<file path="src/rtl/mbx_pkg.sv">
package mbx_pkg;

    localparam int WORD_W   = 10;
    localparam int ADDR_W   = 7;
    localparam int MBOXES   = 100;
    localparam int WORD_MOD = 1000;

    typedef logic [WORD_W-1:0] word_t;
    typedef logic [WORD_W:0]   wide_t;
    typedef logic [ADDR_W-1:0] mbox_t;

    typedef enum logic [3:0] {
        OP_HLT, OP_ADD, OP_SUB, OP_STO, OP_LDA,
        OP_BR,  OP_BRZ, OP_BRP, OP_IN,  OP_OUT, OP_BAD
    } op_e;

    typedef struct packed {
        op_e   op;
        mbox_t addr;
    } instr_t;

    typedef enum logic [1:0] {ST_IDLE, ST_FETCH, ST_EXEC, ST_STOP} state_e;

    function automatic mbox_t next_pc(input mbox_t pc);
        return (pc == mbox_t'(MBOXES - 1)) ? '0 : pc + mbox_t'(1);
    endfunction

endpackage

</file>
<file path="src/rtl/mbx_mem.sv">
module mbx_mem #(
    parameter int DEPTH = 100,
    parameter int W     = 10,
    parameter int AW    = 7
) (
    input  logic          clk,
    input  logic          we,
    input  logic [AW-1:0] waddr,
    input  logic [W-1:0]  wdata,
    input  logic [AW-1:0] raddr,
    output logic [W-1:0]  rdata
);
    localparam logic [AW-1:0] LAST = AW'(DEPTH - 1);

    logic [W-1:0] cells [DEPTH];

    always_ff @(posedge clk) begin
        if (we && waddr <= LAST) cells[waddr] <= wdata;
    end

    assign rdata = (raddr <= LAST) ? cells[raddr] : '0;
endmodule

</file>
<file path="src/rtl/mbx_decode.sv">
module mbx_decode
    import mbx_pkg::*;
(
    input  word_t  word,
    output instr_t ins
);
    logic [3:0] hund;
    mbox_t      low;

    always_comb begin
        hund     = 4'(word / 10'd100);
        low      = 7'(word % 10'd100);
        ins.addr = low;
        case (hund)
            4'd0:    ins.op = (low == '0) ? OP_HLT : OP_BAD;
            4'd1:    ins.op = OP_ADD;
            4'd2:    ins.op = OP_SUB;
            4'd3:    ins.op = OP_STO;
            4'd5:    ins.op = OP_LDA;
            4'd6:    ins.op = OP_BR;
            4'd7:    ins.op = OP_BRZ;
            4'd8:    ins.op = OP_BRP;
            4'd9:    ins.op = (low == 7'd1) ? OP_IN :
                              (low == 7'd2) ? OP_OUT : OP_BAD;
            default: ins.op = OP_BAD;
        endcase
    end
endmodule

</file>
<file path="src/rtl/mbx_alu.sv">
module mbx_alu
    import mbx_pkg::*;
(
    input  word_t acc,
    input  word_t opnd,
    input  logic  sub,
    output word_t res,
    output logic  under
);
    wide_t sum;

    always_comb begin
        sum   = {1'b0, acc} + {1'b0, opnd};
        under = 1'b0;
        if (!sub) begin
            res = (sum >= wide_t'(WORD_MOD)) ? word_t'(sum - wide_t'(WORD_MOD))
                                             : word_t'(sum);
        end else begin
            under = acc < opnd;
            res   = under ? word_t'(acc + word_t'(WORD_MOD) - opnd)
                          : word_t'(acc - opnd);
        end
    end
endmodule

</file>
<file path="src/rtl/mailbox_cpu.sv">
module mailbox_cpu
    import mbx_pkg::*;
(
    input  logic              clk,
    input  logic              rst,
    input  logic              load_en,
    input  logic [ADDR_W-1:0] load_addr,
    input  logic [WORD_W-1:0] load_word,
    input  logic              start,
    input  logic              in_valid,
    input  logic [WORD_W-1:0] in_data,
    output logic              in_ready,
    output logic              out_valid,
    output logic [WORD_W-1:0] out_data,
    output logic              halted,
    output logic              fault
);
    state_e state;
    mbox_t  pc;
    word_t  acc;
    word_t  ir;
    logic   neg;
    instr_t ins;

    logic   mem_we;
    mbox_t  mem_waddr, mem_raddr;
    word_t  mem_wdata, mem_rdata;
    word_t  alu_res;
    logic   alu_under;
    logic   stopped;

    assign stopped = (state == ST_IDLE) || (state == ST_STOP);

    mbx_decode u_dec (.word(ir), .ins(ins));

    mbx_alu u_alu (
        .acc(acc), .opnd(mem_rdata), .sub(ins.op == OP_SUB),
        .res(alu_res), .under(alu_under)
    );

    always_comb begin
        if (stopped) begin
            mem_we    = load_en;
            mem_waddr = load_addr;
            mem_wdata = load_word;
        end else begin
            mem_we    = (state == ST_EXEC) && (ins.op == OP_STO);
            mem_waddr = ins.addr;
            mem_wdata = acc;
        end
        mem_raddr = (state == ST_FETCH) ? pc : ins.addr;
    end

    mbx_mem #(.DEPTH(MBOXES), .W(WORD_W), .AW(ADDR_W)) u_mem (
        .clk(clk), .we(mem_we), .waddr(mem_waddr), .wdata(mem_wdata),
        .raddr(mem_raddr), .rdata(mem_rdata)
    );

    always_ff @(posedge clk) begin
        if (rst) begin
            state     <= ST_IDLE;
            pc        <= '0;
            acc       <= '0;
            ir        <= '0;
            neg       <= 1'b0;
            out_valid <= 1'b0;
            out_data  <= '0;
            fault     <= 1'b0;
        end else begin
            out_valid <= 1'b0;
            case (state)
                ST_IDLE, ST_STOP: begin
                    if (start) begin
                        state <= ST_FETCH;
                        pc    <= '0;
                        acc   <= '0;
                        neg   <= 1'b0;
                        fault <= 1'b0;
                    end
                end
                ST_FETCH: begin
                    ir    <= mem_rdata;
                    pc    <= next_pc(pc);
                    state <= ST_EXEC;
                end
                default: begin
                    state <= ST_FETCH;
                    case (ins.op)
                        OP_LDA: begin acc <= mem_rdata; neg <= 1'b0; end
                        OP_ADD: begin acc <= alu_res;   neg <= 1'b0; end
                        OP_SUB: begin acc <= alu_res;   neg <= alu_under; end
                        OP_IN: begin
                            if (in_valid) begin
                                acc <= in_data;
                                neg <= 1'b0;
                            end else begin
                                state <= ST_EXEC;
                            end
                        end
                        OP_OUT: begin
                            out_valid <= 1'b1;
                            out_data  <= acc;
                        end
                        OP_BR:  pc <= ins.addr;
                        OP_BRZ: if (acc == '0 && !neg) pc <= ins.addr;
                        OP_BRP: if (!neg) pc <= ins.addr;
                        OP_HLT: state <= ST_STOP;
                        OP_BAD: begin state <= ST_STOP; fault <= 1'b1; end
                        default: ;
                    endcase
                end
            endcase
        end
    end

    assign halted   = (state == ST_STOP);
    assign in_ready = (state == ST_EXEC) && (ins.op == OP_IN);

    // program counter never leaves the mailbox range
    p_pc_range_r11: assert property (@(posedge clk) disable iff (rst)
        pc <= mbox_t'(MBOXES - 1));

    // arithmetic lands inside the decimal word range
    p_mod_range_r4: assert property (@(posedge clk) disable iff (rst)
        (state == ST_EXEC && (ins.op == OP_ADD || ins.op == OP_SUB))
        |=> acc < word_t'(WORD_MOD));

    // an add leaves the negative flag clear
    p_add_clears_r4: assert property (@(posedge clk) disable iff (rst)
        (state == ST_EXEC && ins.op == OP_ADD) |=> !neg);

    // fetch is always followed by execute
    p_two_cycle_r12: assert property (@(posedge clk) disable iff (rst)
        (state == ST_FETCH) |=> (state == ST_EXEC));

    // output strobe lasts one cycle
    p_out_pulse_r8: assert property (@(posedge clk) disable iff (rst)
        out_valid |=> !out_valid);

    // waiting on input keeps the accumulator and the request
    p_ready_stall_r7: assert property (@(posedge clk) disable iff (rst)
        (in_ready && !in_valid) |=> (in_ready && $stable(acc)));

    // a fault only appears together with a halt
    p_fault_halt_r10: assert property (@(posedge clk) disable iff (rst)
        fault |-> halted);

    // a halted machine stays halted until started
    p_halt_hold_r9: assert property (@(posedge clk) disable iff (rst)
        (halted && !start) |=> (halted && $stable(fault)));
endmodule

</file>
<file path="config.mk">
export PLATFORM = sky130hd
export DESIGN_NAME = mailbox_cpu
export DESIGN_NICKNAME = d
export VERILOG_FILES = /design/src/rtl/mbx_pkg.sv /design/src/rtl/mbx_mem.sv /design/src/rtl/mbx_decode.sv /design/src/rtl/mbx_alu.sv /design/src/rtl/mailbox_cpu.sv
export SDC_FILE = /design/constraint.sdc
export NUM_CORES = 2
export LEC_CHECK = 0
export BUFFER_PORTS_ARGS = -buffer_cell sky130_fd_sc_hd__buf_2
export CAP_MARGIN = 20
export CELL_PAD_IN_SITES_DETAIL_PLACEMENT = 0
export CELL_PAD_IN_SITES_GLOBAL_PLACEMENT = 1
export CORE_MARGIN = 5
export CORE_UTILIZATION = 55
export CTS_CLUSTER_DIAMETER = 50
export DETAILED_ROUTE_END_ITERATION = 10
export PLACE_DENSITY = 0.91
export SETUP_SLACK_MARGIN = 0.2
export SYNTH_ARGS = -nofsm -noshare
export SYNTH_HDL_FRONTEND = slang
export SYNTH_HIERARCHICAL = 1
export SYNTH_SLANG_ARGS = --single-unit
</file>
<file path="constraint.sdc">
create_clock -name clk -period 7.8 [get_ports clk]
set_input_delay 1.17 -clock clk [delete_from_list [all_inputs] [get_ports clk]]
set_output_delay 1.17 -clock clk [all_outputs]
set_load 0.05 [all_outputs]
</file>
==> impl_metrics.env <==
export IMPL_dr_pass1_iters=8
export IMPL_clockRootBuffer="clkbuf_16"
export IMPL_crit_required_ns=8.35
export IMPL_cts_clk_slew_worst_paths_ns=0.06
export IMPL_endpoint_kind="register"
export IMPL_cts_tree="yes"
export IMPL_antenna_found_initial=2
export IMPL_drt_iter0_markers=3588
export IMPL_cpPeakStageDelay_ns=0.51
export IMPL_worstReg2RegEnd="acc[8]"
export IMPL_min_to="out_data[0]"
export IMPL_die_w_um=293
export IMPL_ys_warn_count=6
export IMPL_synth_edf_count=1000
export IMPL_setup_violations_final=0
export IMPL_gr_total_overflow=0
export IMPL_antenna_left=0
export IMPL_start_kind="register"
export IMPL_max_freq_ghz=0.134
export IMPL_finalNetCount=2847
export IMPL_status="complete, no violations"
export IMPL_io_pins=46
export IMPL_route_vias_total=26200
export IMPL_min_path_type="reg -> reg"
export IMPL_fin_crit_sh=0.959
export IMPL_ys_seq_elements=1042
export IMPL_drive_gt1_frac=0.281
export IMPL_rsz0062_at_grt="no"
export IMPL_clockBufferDepth=3
export IMPL_cpMostUsedCell="buf_4"
export IMPL_final_hold_violation_count=0
export IMPL_period_minus_slack_ns=7.48
export IMPL_grt_max_degree=101
export IMPL_avgSynthCellArea_um2=17.7
export IMPL_min_from="out_data[0]"
export IMPL_r2r_setup_slack_ns=0.32
export IMPL_crit_fanout=19
export IMPL_worstHoldPathCells=2
export IMPL_synthesis_instances=2497
export IMPL_vias_per_cell=6.69
export IMPL_wl_per_cell_um=30.7
export IMPL_grt_pass1_vias=25800
export IMPL_core_area_um2=80000
export IMPL_fin_worst_skew_ns=0.0521
export IMPL_cap_viol_max_count=0
export IMPL_worst_slew_pin_slew_ns=0.975
export IMPL_r2r_start="ir[7]"
export IMPL_portBuffers=45
export IMPL_syn_num_nets=2573
export IMPL_cts_htree_levels=3
export IMPL_die_height_um=293
export IMPL_clock_sinks=1042
export IMPL_detailed_place_hpwl_um=70400
export IMPL_crit_family="compound AO/OA/AOI/OAI gates"
export IMPL_cp_num_buf_inv=6
export IMPL_clock_latency_ns=0.69
export IMPL_slew_violations=0
export IMPL_ys_seq_area_frac=0.699
export IMPL_n_antenna_cell=0
export IMPL_cts_buffers=103
export IMPL_start_util=0.552
export IMPL_num_rows=104
export IMPL_grt_pass1_wl_um=172000
export IMPL_gp_congestion=0.973
export IMPL_synthFlopType="edfxtp_1"
export IMPL_drt_total_wl_um=120000
export IMPL_path_class="reg -> reg"
export IMPL_grt_total_usage=0.269
export IMPL_area_delta_synth_final_pct=16.2
export IMPL_post_route_drc_count=0
export IMPL_fin_area_um2=51300
export IMPL_placed_area_um2=46900
export IMPL_slew_limit_headroom=0.342
export IMPL_yosysUniqueCellTypes=105
export IMPL_arrival_ns=8.03
export IMPL_syn_cell_area_um2=44200
export IMPL_r2r_cells=29
export IMPL_slowest_stage="a2111oi_2"
export IMPL_dieArea_um2=86100
export IMPL_async_reset_ff_frac=0
per-layer routing:
metal  wire [um]  up-vias  track usage
met5          21        -            0
met4        6840        4        0.123
met3       13900      397       0.0631
met2       57200     1865        0.428
met1       42600    13200        0.359
li1            -    10700            -
cells in the final DEF, fill, tap and decap left out, types with 9 or more instances in the layout:
cell       synthesis  final
bufinv_16          0      9
a22oi_1           23     22
clkinv_1           0     26
a2111oi_2          2      9
nor2b_1           32     29
edfxtp_1        1000   1000
clkbuf_16          0    106
inv_1             52     50
and2_1            10     10
ha_1              38     33
a211oi_1          24     20
o211ai_1          12     12
mux2i_1          149    149
and3_1            14     14
nand3_1           17     17
a211o_1           14     11
buf_12             1     20
buf_4             19    240
mux4_2           189    189
o221ai_1          34     34
nand3b_1          12     12
o21ai_0           19     19
buf_2             39     45
o22ai_1           29     28
clkinv_2           0     16
clkbuf_1          63     19
a22o_1            32     30
a21oi_1           54     54
a221o_1           13     13
buf_16             0      9
nand2_1           54     54
nand2b_1          17     16
nor2_1           169    167
nor3_1            20     19
mux2_2            46     34
nor4_1            10      9
mux2_4             0     14
dfxtp_1           42     40
xnor2_1           22     18
worst min-delay path, delay by kind of cell (launching register included):
kind             cells  cell delay (ns)
DFF                  1             0.33
muxes                1             0.07
and+or+nand+nor      1             0.07
logic make-up (layout without fill, tap and decap cells):
family,Yosys count,in the layout,synth area share
compound gates,377,377,0.0677
flops,1042,1042,0.699
buf+inv,206,563,0.0238
simple gates,410,410,0.0474
mux,387,392,0.143
xor+xnor,30,30,0.00595
fa+ha+maj,45,45,0.0137
stage by stage:
step	TNS (ns)	utilization	hold WS [ns]	instances	setup slack, ns
global placement	-1.11	0.587	0.467	3686	-0.192
CTS	0	0.632	0.498	3887	0.197
global route	0	0.642	0.540	3919	0.0640
floorplan	0	-	0.455	2497	0.622
finish	0	0.642	0.496	3919	0.317
detailed placement	-1.56	0.587	0.484	3686	-0.268
synthesized netlist by cell type, drive strengths merged (13+ instances only):
library cell	number	area, um2
nand2b	18	120
edfxtp	1000	30000
nor3	22	120
nor2b	32	200
dfxtp	42	841
o31ai	13	108
o22ai	29	181
o21ai	23	119
a21oi	55	287
o221ai	35	313
nand3	18	95.1
inv	54	203
a22oi	23	173
xnor2	22	193
a221o	13	130
clkbuf	63	236
o211ai	14	115
a211oi	26	205
mux4	189	4260
buf	89	613
nor2	170	654
a2111oi	22	230
nand2	54	203
a211o	14	123
and3	14	87.6
ha	38	475
a22o	32	280
mux2	49	552
mux2i	149	1490
flip-flops by register name (all words and copies together), names as in the netlist:
register	flops
u_mem/cells	1000
out_valid	1
neg	1
ir	10
acc	10
fault	1
state	2
out_data	10
pc	7
cell type report:
cell class              count  area [um2]
flip-flops and latches   1042       30900
fillers                  5209       28700
multi-input cells        1254       12900
repair buffers            316        2710
clock buffers             124        2700
well taps                1060        1330
clock inverters            69         674
inverters                  54         206
worst max path at each step:
stage	startpoint	end	slack, ns	cells after the start
finish	ir[7]	acc[8]	0.32	29
floorplan	ir[7]	acc[4]	0.62	33
CTS	ir[4]	acc[8]	0.20	30
global placement	ir[4]	acc[6]	-0.19	31
detailed placement	ir[9]	acc[8]	-0.27	29
global route	ir[7]	acc[8]	0.06	28
timing repair:
item | CTS | global route
hold buffers | 0 | 0
setup endpoints to repair | 8 | 8
gates cloned | 2 | 4
gates resized for setup | 33 | 57
pin swaps | 2 | 10
setup buffers | 6 | 19
Power is left out: the tool's default activity adds up to more than one toggle a clock period on the data nets, which glitch-free logic cannot reach.
